**src/rtl/srd_pkg.sv**
```systemverilog
// Shared constants and types for the gated serial result readout.
// Assumes: one frame carries two channel words of equal width.
package srd_pkg;
    localparam int unsigned CH_W       = 16;
    localparam int unsigned FRAME_W    = 2 * CH_W;
    localparam int unsigned SYNC_DEPTH = 2;

    // Host pins gathered for one synchronizer, in this bit order.
    typedef struct packed {
        logic sclk;
        logic cs_n;
        logic rd_n;
    } host_pins_t;

    localparam host_pins_t PINS_IDLE = '{sclk: 1'b0, cs_n: 1'b1, rd_n: 1'b1};
endpackage

```
**src/rtl/srd_sync.sv**
```systemverilog
// Multi-bit flop-chain synchronizer for quasi-static or slow host pins.
// Assumes: each bit is independent; reset loads RST_VAL into every stage.
module srd_sync #(
    parameter int unsigned W      = 3,
    parameter int unsigned STAGES = 2,
    parameter logic [W-1:0] RST_VAL = '0
) (
    input  logic         clk,
    input  logic         rst_n,
    input  logic [W-1:0] d,
    output logic [W-1:0] q
);
    logic [STAGES-1:0][W-1:0] chain;

    generate
        if (STAGES == 1) begin : g_single
            // Single capture stage.
            always_ff @(posedge clk) begin
                if (!rst_n) chain <= {STAGES{RST_VAL}};
                else        chain <= d;
            end
        end else begin : g_multi
            // Shift the pin values along the chain.
            always_ff @(posedge clk) begin
                if (!rst_n) chain <= {STAGES{RST_VAL}};
                else        chain <= {chain[STAGES-2:0], d};
            end
        end
    endgenerate

    assign q = chain[STAGES-1];
endmodule

```
**src/rtl/srd_gate.sv**
```systemverilog
// Turns synchronized host pins into per-cycle events: advance one bit,
// restart the frame, and frame-open level.
// Assumes: inputs are already synchronized to clk.
module srd_gate (
    input  logic clk,
    input  logic rst_n,
    input  logic ext_mode,
    input  logic s_sclk,
    input  logic s_cs_n,
    output logic adv,
    output logic restart,
    output logic in_frame
);
    logic sclk_d;
    logic cs_d;

    // Keep the previous synchronized levels for edge detection.
    always_ff @(posedge clk) begin
        if (!rst_n) begin
            sclk_d <= 1'b0;
            cs_d   <= 1'b1;
        end else begin
            sclk_d <= s_sclk;
            cs_d   <= s_cs_n;
        end
    end

    assign adv      = ext_mode & s_sclk & ~sclk_d & ~s_cs_n;
    assign restart  = s_cs_n & ~cs_d;
    assign in_frame = ext_mode & ~s_cs_n;
endmodule

```
**src/rtl/srd_shift.sv**
```systemverilog
// Holds the latest result pair and the frame shift register with its bit
// counter. Loads a fresh result straight away only when no frame is open.
// Assumes: adv and restart are never high together with an open-frame load.
module srd_shift #(
    parameter int unsigned CH_W    = srd_pkg::CH_W,
    parameter int unsigned FRAME_W = 2 * CH_W
) (
    input  logic            clk,
    input  logic            rst_n,
    input  logic            adv,
    input  logic            restart,
    input  logic            in_frame,
    input  logic            res_valid,
    input  logic [CH_W-1:0] ch_a,
    input  logic [CH_W-1:0] ch_b,
    output logic            msb
);
    localparam int unsigned CNT_W = $clog2(FRAME_W);
    localparam logic [CNT_W-1:0] LAST = CNT_W'(FRAME_W - 1);

    logic [FRAME_W-1:0] hold;
    logic [FRAME_W-1:0] shreg;
    logic [CNT_W-1:0]   bit_cnt;
    logic [FRAME_W-1:0] fresh;
    logic [FRAME_W-1:0] load_val;
    logic               frame_end;

    assign fresh     = {ch_a, ch_b};
    assign load_val  = res_valid ? fresh : hold;
    assign frame_end = restart | (adv & (bit_cnt == LAST));

    // Keep the most recent completed result.
    always_ff @(posedge clk) begin
        if (!rst_n)         hold <= '0;
        else if (res_valid) hold <= fresh;
    end

    // Shift one bit per advance, reload at frame end or when idle.
    always_ff @(posedge clk) begin
        if (!rst_n) begin
            shreg   <= '0;
            bit_cnt <= '0;
        end else if (frame_end) begin
            shreg   <= load_val;
            bit_cnt <= '0;
        end else if (adv) begin
            shreg   <= {shreg[FRAME_W-2:0], 1'b0};
            bit_cnt <= bit_cnt + 1'b1;
        end else if (res_valid && !in_frame) begin
            shreg   <= fresh;
        end
    end

    assign msb = shreg[FRAME_W-1];

    AST_CNT_IDLE: assert property (@(posedge clk) disable iff (!rst_n)
        (!adv && !restart) |=> $stable(bit_cnt));
    AST_CNT_STEP: assert property (@(posedge clk) disable iff (!rst_n)
        (adv && !restart && bit_cnt != LAST) |=> bit_cnt == $past(bit_cnt) + CNT_W'(1));
    AST_SHIFT_MSB_FIRST: assert property (@(posedge clk) disable iff (!rst_n)
        (adv && !restart && bit_cnt != LAST) |=> shreg == {$past(shreg[FRAME_W-2:0]), 1'b0});
    AST_WRAP_AT_LAST: assert property (@(posedge clk) disable iff (!rst_n)
        (adv && bit_cnt == LAST) |=> bit_cnt == '0);
    AST_ABORT_RESTART: assert property (@(posedge clk) disable iff (!rst_n)
        restart |=> bit_cnt == '0);
    AST_FRAME_STABLE: assert property (@(posedge clk) disable iff (!rst_n)
        (in_frame && !adv && !restart) |=> $stable(shreg));
endmodule

```
**src/rtl/serial_slave_readout.sv**
```systemverilog
// Top of the host-clocked serial result readout: synchronizes the host
// pins, detects clock and select edges, and drives the gated data pin.
// Assumes: ext_mode_i is quasi-static; conv_done_i is in the clk domain.
module serial_slave_readout #(
    parameter int unsigned CH_W       = srd_pkg::CH_W,
    parameter int unsigned SYNC_DEPTH = srd_pkg::SYNC_DEPTH
) (
    input  logic            clk,
    input  logic            rst_n,
    input  logic            ext_mode_i,
    input  logic            sclk_i,
    input  logic            cs_n_i,
    input  logic            rd_n_i,
    input  logic            conv_done_i,
    input  logic [CH_W-1:0] ch_a_i,
    input  logic [CH_W-1:0] ch_b_i,
    output logic            sdout_o,
    output logic            sdout_oe_o
);
    localparam int unsigned FRAME_W = 2 * CH_W;
    localparam int unsigned PIN_W   = $bits(srd_pkg::host_pins_t);

    srd_pkg::host_pins_t raw_pins;
    srd_pkg::host_pins_t s_pins;
    logic                adv;
    logic                restart;
    logic                in_frame;
    logic                msb;

    assign raw_pins = '{sclk: sclk_i, cs_n: cs_n_i, rd_n: rd_n_i};

    srd_sync #(
        .W      (PIN_W),
        .STAGES (SYNC_DEPTH),
        .RST_VAL(srd_pkg::PINS_IDLE)
    ) u_sync (
        .clk  (clk),
        .rst_n(rst_n),
        .d    (raw_pins),
        .q    (s_pins)
    );

    srd_gate u_gate (
        .clk     (clk),
        .rst_n   (rst_n),
        .ext_mode(ext_mode_i),
        .s_sclk  (s_pins.sclk),
        .s_cs_n  (s_pins.cs_n),
        .adv     (adv),
        .restart (restart),
        .in_frame(in_frame)
    );

    srd_shift #(
        .CH_W   (CH_W),
        .FRAME_W(FRAME_W)
    ) u_shift (
        .clk      (clk),
        .rst_n    (rst_n),
        .adv      (adv),
        .restart  (restart),
        .in_frame (in_frame),
        .res_valid(conv_done_i),
        .ch_a     (ch_a_i),
        .ch_b     (ch_b_i),
        .msb      (msb)
    );

    assign sdout_oe_o = ext_mode_i & ~s_pins.cs_n & ~s_pins.rd_n;
    assign sdout_o    = sdout_oe_o & msb;

    AST_NO_ADV_DESELECTED: assert property (@(posedge clk) disable iff (!rst_n)
        !ext_mode_i |-> !adv);
    AST_NO_ADV_CS_HIGH: assert property (@(posedge clk) disable iff (!rst_n)
        s_pins.cs_n |-> !adv);
endmodule

```
**config.mk**
```make
export PLATFORM = sky130hd
export DESIGN_NAME = serial_slave_readout
export DESIGN_NICKNAME = d
export VERILOG_FILES = /design/src/rtl/srd_pkg.sv /design/src/rtl/srd_sync.sv /design/src/rtl/srd_gate.sv /design/src/rtl/srd_shift.sv /design/src/rtl/serial_slave_readout.sv
export SDC_FILE = /design/constraint.sdc
export NUM_CORES = 1
export LEC_CHECK = 0
export BUFFER_PORTS_ARGS = -buffer_cell sky130_fd_sc_hd__buf_4
export CORE_ASPECT_RATIO = 1.4
export CORE_MARGIN = 2
export CORE_UTILIZATION = 55
export DETAILED_ROUTE_END_ITERATION = 8
export PLACE_DENSITY = 0.75
export SKIP_CTS_REPAIR_TIMING = 1
export SLEW_MARGIN = 25
export SYNTH_ARGS = -nofsm -noshare
export SYNTH_HDL_FRONTEND = slang
export SYNTH_SLANG_ARGS = --single-unit
export TNS_END_PERCENT = 10
```
**constraint.sdc**
```tcl
create_clock -name clk -period 2.1 [get_ports clk]
set_clock_uncertainty 0.1 [all_clocks]
set_input_delay 0.42 -clock clk [delete_from_list [all_inputs] [get_ports clk]]
set_output_delay 0.42 -clock clk [all_outputs]
set_load 0.01 [all_outputs]
```
==> impl_metrics.ini, run 1 <==
[global_route]
grt_first_pass_wirelength_mm = 12.7
grt_usage_pct = 21.7
overflow = 0
grt_max_degree = 37
grt_pass1_vias = 2858
antenna_found_initial = 0

[clocking]
htree_levels = 3
clkSlewWorstSetupHoldPaths_ns = 0.07
root_buffer = clkbuf_8
clockBufferDepth = 2
insertion_delay_ns = 0.34
cts.sinks = 77
cts_buffers = 9
cts_tree = built

[critical_path]
cp-end-kind = output pin
worst-r2r-setup-slack_ns = 0.20
path_max_fanout = 8
critPathKind = flop to output pin
r2r_start = u_shift.bit_cnt[0]
cp-startpoint = u_sync.q[1]
arrival_ns = 1.42
crit_required_ns = 1.58
start_kind = flop

[die]
ios = 41
core_sq_mm = 0.00657
die_h_um = 101
initial_core_util_pct = 56.7
fp.dieW_um = 73.5
rows = 35
die_area_sq_mm = 0.00745

[drt]
drt-total-wl_mm = 7.37
via_per_inst = 5.61
wire_per_inst_um = 15.0
drc_errors = 0
num_vias = 2765
drt_first_pass_iters = 4
drtIter0Drc = 108
detail-route-antenna-nets = 0

[yosys]
synthArstFlopShare_pct = 0
syn-num-nets = 418
avgSynthCellArea_sq_um = 9.88
synth.distinct_cells = 43
synthFlopType = dfxtp_1
synth_seq_cells = 77
syn_inst = 377
synth_warnings = 0
syn_area_sq_mm = 0.00372
synth_edf_count = 0
yosysSeqAreaShare_pct = 41.4

[cells_and_area]
final_cell_area_sq_mm = 0.00426
area_growth_pct = 14.4
diodes = 0
nFillCells = 554
fin_nets = 456
layout-drive-gt1-share_pct = 34.6

[sta]
setup_violations = 0
drv_slew = 0
max_freq_mhz = 515
hold_viol = 0
slew_headroom_pct = 72.9
finalCritPeriodShare_pct = 92.5
fin_tns_setup_ns = 0
rsz0062_at_grt = no
min_period_ns = 1.94
worst_slew_pin_slew_ns = 0.405
holdWs_ns = 0.162
worst_slack_ns = 0.158

[placed_design]
io_buffers = 40
placed_area_sq_mm = 0.00404
gp_congestion = 0.845
place_ws_ns = 0.163
hpwl_mm = 5.06

[outcome]
status = complete, no violations

[min_path]
hold_class = input pin to flop
hold_start = rd_n_i

[job]
drv_cap = 0

[power]
peakVddDrop_v = 0.000495
cellPowerDensity_mw_per_mm2 = 748
p_leak_nw = 1.80
## area by class of cell
type	count	area, sq um	share of cell area [%]
timing repair buffer	58	435	10.2
sequential	77	1540	36.2
inverter	31	116	2.73
clock inverter	4	72.6	1.70
tap	74	92.6	2.17
multi-input combinational	238	1860	43.7
clock buffer	11	141	3.32
## metrics by stage
step,total power [mW],cells,util [%]
6_report,3.19,493,64.8
5_1_grt,3.32,493,64.8
4_1_cts,3.21,493,64.8
3_5_place_dp,2.00,478,61.5
3_3_place_gp,1.99,478,61.5
2_1_floorplan,1.89,377,-
## metal layers
metal / part of all wire, % / global-route usage, %
met1: 44 / 24.4
met2: 51 / 37.8
met3: 3.3 / 4.48
met4: 1.5 / 11.2
met5: 0 / 0
## cell usage in the layout (no fill, tap or decap), types with 3 or more instances in the layout
cell      Yosys  layout
dfxtp_1      77      77
clkbuf_8      0      10
nand2b_1      5       5
mux2_2       31      31
nor3b_1      31      31
inv_1        31      31
a21oi_1      36      36
o221ai_2     30      30
nand2_1      62      62
and2_1        4       4
buf_4         1      58
nor2b_1       4       4
nand3b_1      3       3
## cells in the mapped netlist (2+ instances only)
library cell	instances	area (sq um)
buf_1	2	7.51
nand2b_1	5	31.3
inv_1	31	116
clkbuf_1	8	30.0
buf_2	8	40.0
and2_1	4	25.0
nor2b_1	4	25.0
mux2i_1	2	20.0
buf_6	11	124
nor3_1	2	10.0
a21oi_1	36	180
nand3b_1	3	22.5
mux2_2	31	349
o21ai_1	2	10.0
nor2_1	2	7.51
dfxtp_1	77	1540
nor3b_1	31	233
ha_1	2	25.0
o221ai_2	30	450
o21ai_0	2	10.0
nand2_1	62	233
## worst max-delay path, stage by stage (launching register included)
cell and delay, ns:
dfxtp_1 0.38, nor3b_1 0.41, and2_1 0.18, buf_4 0.11
## state kept, by name, indices dropped and copies added, names as in the netlist
register,flops
u_sync.q,3
u_shift.shreg,32
u_sync.chain,3
u_gate.sclk_d,1
u_shift.hold,32
u_shift.bit_cnt,5
u_gate.cs_d,1
## where the power goes
| part | internal, mW | total [mW] | leakage (nW) | switching [mW] |
|---|---|---|---|---|
| Combinational | 0.199 | 0.381 | 1.06 | 0.182 |
| Sequential | 1.55 | 1.59 | 0.635 | 0.0359 |
| Clock | 0.694 | 1.22 | 0.105 | 0.523 |
## final timing paths
kind,end,cells past startpoint
hold reg to reg,u_sync.q[1],1
hold / removal,u_sync.chain[0],2
setup / recovery,sdout_o,3
setup reg to reg,u_shift.shreg[9],7
## cell families after synthesis
| kind of cell | count (synthesis) | share of synthesized area (%) |
|---|---|---|
| fa+ha+maj | 2 | 0.672 |
| compound gates | 79 | 20.6 |
| simple gates | 124 | 18.5 |
| buf+inv | 62 | 8.87 |
| mux | 33 | 9.91 |
| flops | 77 | 41.4 |
(Power assumes the default switching activity.)
==> run 2: changes to the inputs <==
--- a/config.mk
+++ b/config.mk
@@ -7,10 +7,10 @@
 export LEC_CHECK = 0
 export BUFFER_PORTS_ARGS = -buffer_cell sky130_fd_sc_hd__buf_4
 export CORE_ASPECT_RATIO = 1.4
-export CORE_MARGIN = 2
 export CORE_UTILIZATION = 55
 export DETAILED_ROUTE_END_ITERATION = 8
 export PLACE_DENSITY = 0.75
+export REMOVE_ABC_BUFFERS = 1
 export SKIP_CTS_REPAIR_TIMING = 1
 export SLEW_MARGIN = 25
 export SYNTH_ARGS = -nofsm -noshare
==> run 2 against run 1 <==
  * Final cell count shrank 0.81%
  * Core utilization shrank 0.44 points
  * Sequential share of layout area grew 0.25 points
  * Register-to-register slack got worse by 0.08 ns
  * Cell area decreased by 0.68%
  * Highest routed layer unchanged
==> impl_metrics.ini, run 2 (synthesis gave the netlist of run 1 again) <==
[die]
initial_core_util_pct = 56.7
core_sq_mm = 0.00657
die_area_sq_mm = 0.00711
die_h_um = 99.4
rows = 35
ios = 41
fp.dieW_um = 71.5

[clocking]
cts.sinks = 77
clockBufferDepth = 2
cts_buffers = 9
cts_tree = built
insertion_delay_ns = 0.34
clkSlewWorstSetupHoldPaths_ns = 0.07
htree_levels = 3
root_buffer = clkbuf_8

[critical_path]
cp-end-kind = flop
cp.buffers_inverters = 1
start_kind = flop
path_max_fanout = 21
critPathKind = flop to flop
critPathMaxStageDelay_ns = 0.35
crit_chain = ha_1, and3_1, ha_1, buf_4, nor3b_1, a21oi_1, o221ai_2
critPathSlowestCell = dfxtp_1
critPathTopFamily = adder cells
crit_required_ns = 2.26
arrival_ns = 2.14
crit_top_cell = ha_1

[power]
power_mw = 3.04
peakVddDrop_v = 0.000454
cellPowerDensity_mw_per_mm2 = 719
p_leak_nw = 1.79

[sta]
fin_tns_setup_ns = 0
hold_viol = 0
holdWs_ns = 0.162
drv_slew = 0
setup_violations = 0
worst_slew_pin_slew_ns = 0.362
finalCritPeriodShare_pct = 94.1
min_period_ns = 1.98
slew_headroom_pct = 75.9
rsz0062_at_grt = no
max_freq_mhz = 506

[global_route]
grt-busiest-layer = met2
grt_pass1_vias = 2908
overflow = 0
grtUsageMet3_pct = 4.26
grt_max_degree = 34
grt_util_met1_pct = 27.0
grt_first_pass_wirelength_mm = 13.3
grt_usage_pct = 23.7
antenna_found_initial = 0
met2_usage_pct = 43.1

[drt]
drt-total-wl_mm = 7.78
drtIter0Drc = 127
num_vias = 2842
via_per_inst = 5.81
wire_per_inst_um = 15.9
drc_errors = 0
drt_first_pass_iters = 4
detail-route-antenna-nets = 0

[cells_and_area]
nFillCells = 561
mostFrequentLayoutCells = dfxtp_1 (77), nand2_1 (62), buf_4 (53)
post-route-util_pct = 64.4
final_common_cell = dfxtp_1
diodes = 0
layout-drive-gt1-share_pct = 33.7
reg.largest.list = u_shift.hold: 32 flops, u_shift.shreg: 32 flops, u_shift.bit_cnt: 5 flops
multi_input_area_sq_mm = 0.00186
area_growth_pct = 13.6
final_cell_area_sq_mm = 0.00423
fin_nets = 453
regArea_sq_mm = 0.00154

[placed_design]
gp_congestion = 0.721
hpwl_mm = 5.17
io_buffers = 40
placed_area_sq_mm = 0.00405

[min_path]
hold_class = input pin to flop

[job]
drv_cap = 0

[outcome]
status = complete, no violations
run 2: cell types whose count changed in the layout (fill, tap and decap cells not counted), sizes merged:
cell / previous run / this run
bufinv: 2 / 1
clkinvlp: 1 / 0
buf: 58 / 55
clkbuf: 11 / 12
run 2: layout make-up:
type	count	area share [%]
inverters	31	2.75
clock buffers	12	3.43
multi-input cells	238	44.0
well taps	74	2.19
clock inverters	2	0.828
repair buffers	55	10.4
flip-flops and latches	77	36.4
run 2: worst paths after layout:
| path | startpoint | end | slack [ns] | depth (start not counted) |
|---|---|---|---|---|
| worst max-delay path | u_shift.bit_cnt[0] | u_shift.shreg[19] | 0.12 | 7 |
| worst min register to register | u_sync.chain[0] | u_sync.q[0] | 0.30 | 1 |
| worst min-delay path | cs_n_i | u_sync.chain[1] | 0.16 | 2 |
| worst max register to register | u_shift.bit_cnt[0] | u_shift.shreg[19] | 0.12 | 7 |
run 2: worst register-to-register path: stages (launching register included):
cell	delay [ns]
dfxtp_1	0.35
ha_1	0.23
and3_1	0.18
ha_1	0.25
buf_4	0.24
nor3b_1	0.28
a21oi_1	0.11
o221ai_2	0.16
run 2: per-layer routing:
layer	wire [um]	share of wire [%]
met5	0	0
met2	4160	53
met3	211	2.7
met1	3270	42
met4	138	1.8
run 2: per-stage QoR:
stage | worst slack, ns | std cells
2_1_floorplan | -1.07 | 346
3_3_place_gp | 0.264 | 475
3_5_place_dp | 0.180 | 475
4_1_cts | 0.0706 | 489
5_1_grt | 0.0197 | 489
6_report | 0.124 | 489
run 2: where the power goes:
part	leakage, nW	internal, mW	total, mW	switching (mW)
Sequential	0.635	1.55	1.59	0.0361
Clock	0.0923	0.568	1.07	0.499
Combinational	1.06	0.200	0.387	0.187
Total	1.79	2.32	3.04	0.722
==> run 3: changes to the inputs <==
==> constraint.sdc (replaced) <==
create_clock -name clk -period 2.3 [get_ports clk]
set_clock_uncertainty 0.1 [all_clocks]
set_input_delay 0.46 -clock clk [delete_from_list [all_inputs] [get_ports clk]]
set_output_delay 0.46 -clock clk [all_outputs]
set_load 0.01 [all_outputs]
==> run 3 against run 2 <==
  * Critical path depth shrank 4
  * Sequential share of layout area shrank 0.15 points
  * Global-route usage shrank 1.1 points
  * Hold slack gained 0.025 ns
  * Core utilization grew 0.27 points
  * First-iteration DRC count shrank 0.79%
  * Cell area grew 0.41%
  * Final cell count shrank 0.20%
  * Critical path type is now flop to output pin
==> impl_metrics.ini, run 3 (synthesis gave the netlist of run 1 again) <==
[drt]
drt_first_pass_iters = 4
detail-route-antenna-nets = 0
num_vias = 2738
drc_errors = 0
drtIter0Drc = 126
via_per_inst = 5.61
wire_per_inst_um = 15.0
drt-total-wl_mm = 7.33

[cells_and_area]
reg.largest.list = u_shift.hold: 32 flops, u_shift.shreg: 32 flops, u_shift.bit_cnt: 5 flops
multi_input_area_sq_mm = 0.00186
final_common_cell = dfxtp_1
regArea_sq_mm = 0.00154
nFillCells = 555
layout-drive-gt1-share_pct = 33.8
diodes = 0
area_growth_pct = 14.1
fin_nets = 450
mostFrequentLayoutCells = dfxtp_1 (77), nand2_1 (62), buf_4 (48)

[critical_path]
critPathTopFamily = simple AND/OR/NAND/NOR gates
arrival_ns = 1.46
crit_chain = nor3b_1, and2_1, buf_4
path_max_fanout = 11
cp.buffers_inverters = 1
crit_required_ns = 1.74
cp-startpoint = u_sync.q[1]
critPathSlowestCell = dfxtp_1
critPathMaxStageDelay_ns = 0.43
cp-end-kind = output pin
start_kind = flop
r2r_start = u_shift.bit_cnt[0]
critPathKind = flop to output pin

[die]
fp.dieW_um = 71.5
initial_core_util_pct = 56.7
core_sq_mm = 0.00657
die_area_sq_mm = 0.00711
rows = 35
ios = 41
die_h_um = 99.4

[clocking]
clockBufferDepth = 2
cts_tree = built
cts_buffers = 9
cts.sinks = 77
clkSlewWorstSetupHoldPaths_ns = 0.08
root_buffer = clkbuf_8
insertion_delay_ns = 0.35
htree_levels = 3

[global_route]
grt_pass1_vias = 2723
grt_max_degree = 38
grt_usage_pct = 22.7
overflow = 0
grt_first_pass_wirelength_mm = 12.4
antenna_found_initial = 0

[sta]
rsz0062_at_grt = no
hold_viol = 0
setup_violations = 0
finalCritPeriodShare_pct = 87.9
slew_headroom_pct = 52.0
max_freq_mhz = 495
min_period_ns = 2.02
drv_slew = 0
worst_slack_ns = 0.279
worst_slew_pin_slew_ns = 0.720

[outcome]
status = complete, no violations

[min_path]
hold_class = input pin to flop
hold_start = rd_n_i

[power]
cellPowerDensity_mw_per_mm2 = 667
peakVddDrop_v = 0.000491
p_leak_nw = 1.79
power_mw = 2.83

[placed_design]
gp_congestion = 0.787
place_ws_ns = 0.235
hpwl_mm = 4.87
io_buffers = 40

[job]
drv_cap = 0
-- run 3: stage by stage --
| stage | TNS, ns | utilization, % | hold WS (ns) | area, sq um | std cells |
|---|---|---|---|---|---|
| floorplan | -22.16 | - | 0.286 | 3510 | 346 |
| global placement | 0 | 61.6 | 0.288 | 4050 | 472 |
| detailed placement | 0 | 61.6 | 0.303 | 4050 | 472 |
| CTS | 0 | 64.7 | 0.175 | 4250 | 488 |
| global route | 0 | 64.7 | 0.174 | 4250 | 488 |
| finish | 0 | 64.7 | 0.187 | 4250 | 488 |
-- run 3: final timing paths --
path                       endpoint  slack (ns)  cells after the start
setup reg to reg  u_shift.shreg[10]        0.35                      7
hold / removal      u_sync.chain[0]        0.19                      2
setup / recovery            sdout_o        0.28                      3
hold reg to reg         u_sync.q[0]        0.32                      1
-- run 3: layout make-up --
class	count	share of cell area (%)
tap	74	2.18
sequential	77	36.3
multi-input combinational	238	43.7
clock buffer	10	3.24
clock inverter	6	1.47
timing repair buffer	52	10.4
inverter	31	2.74
-- run 3: worst reg2reg max path, stage by stage (launching register included) --
cell and delay, ns:
dfxtp_1 0.41, ha_1 0.21, and3_1 0.16, ha_1 0.26, buf_4 0.30, nor3b_1 0.10
a21oi_1 0.17, o221ai_2 0.12
-- run 3: layer usage --
| layer | global-route usage, % | wire length [um] |
|---|---|---|
| met4 | 10.3 | 202 |
| met3 | 5.37 | 187 |
| met5 | 0 | 0 |
| met2 | 39.2 | 3580 |
| met1 | 26.3 | 3360 |
-- run 3: power by group --
group	switching (mW)	total, mW	internal, mW	leakage (nW)
logic	0.165	0.347	0.182	1.06
clock network	0.507	1.03	0.526	0.0943
registers	0.0339	1.45	1.42	0.635
total	0.706	2.83	2.13	1.79
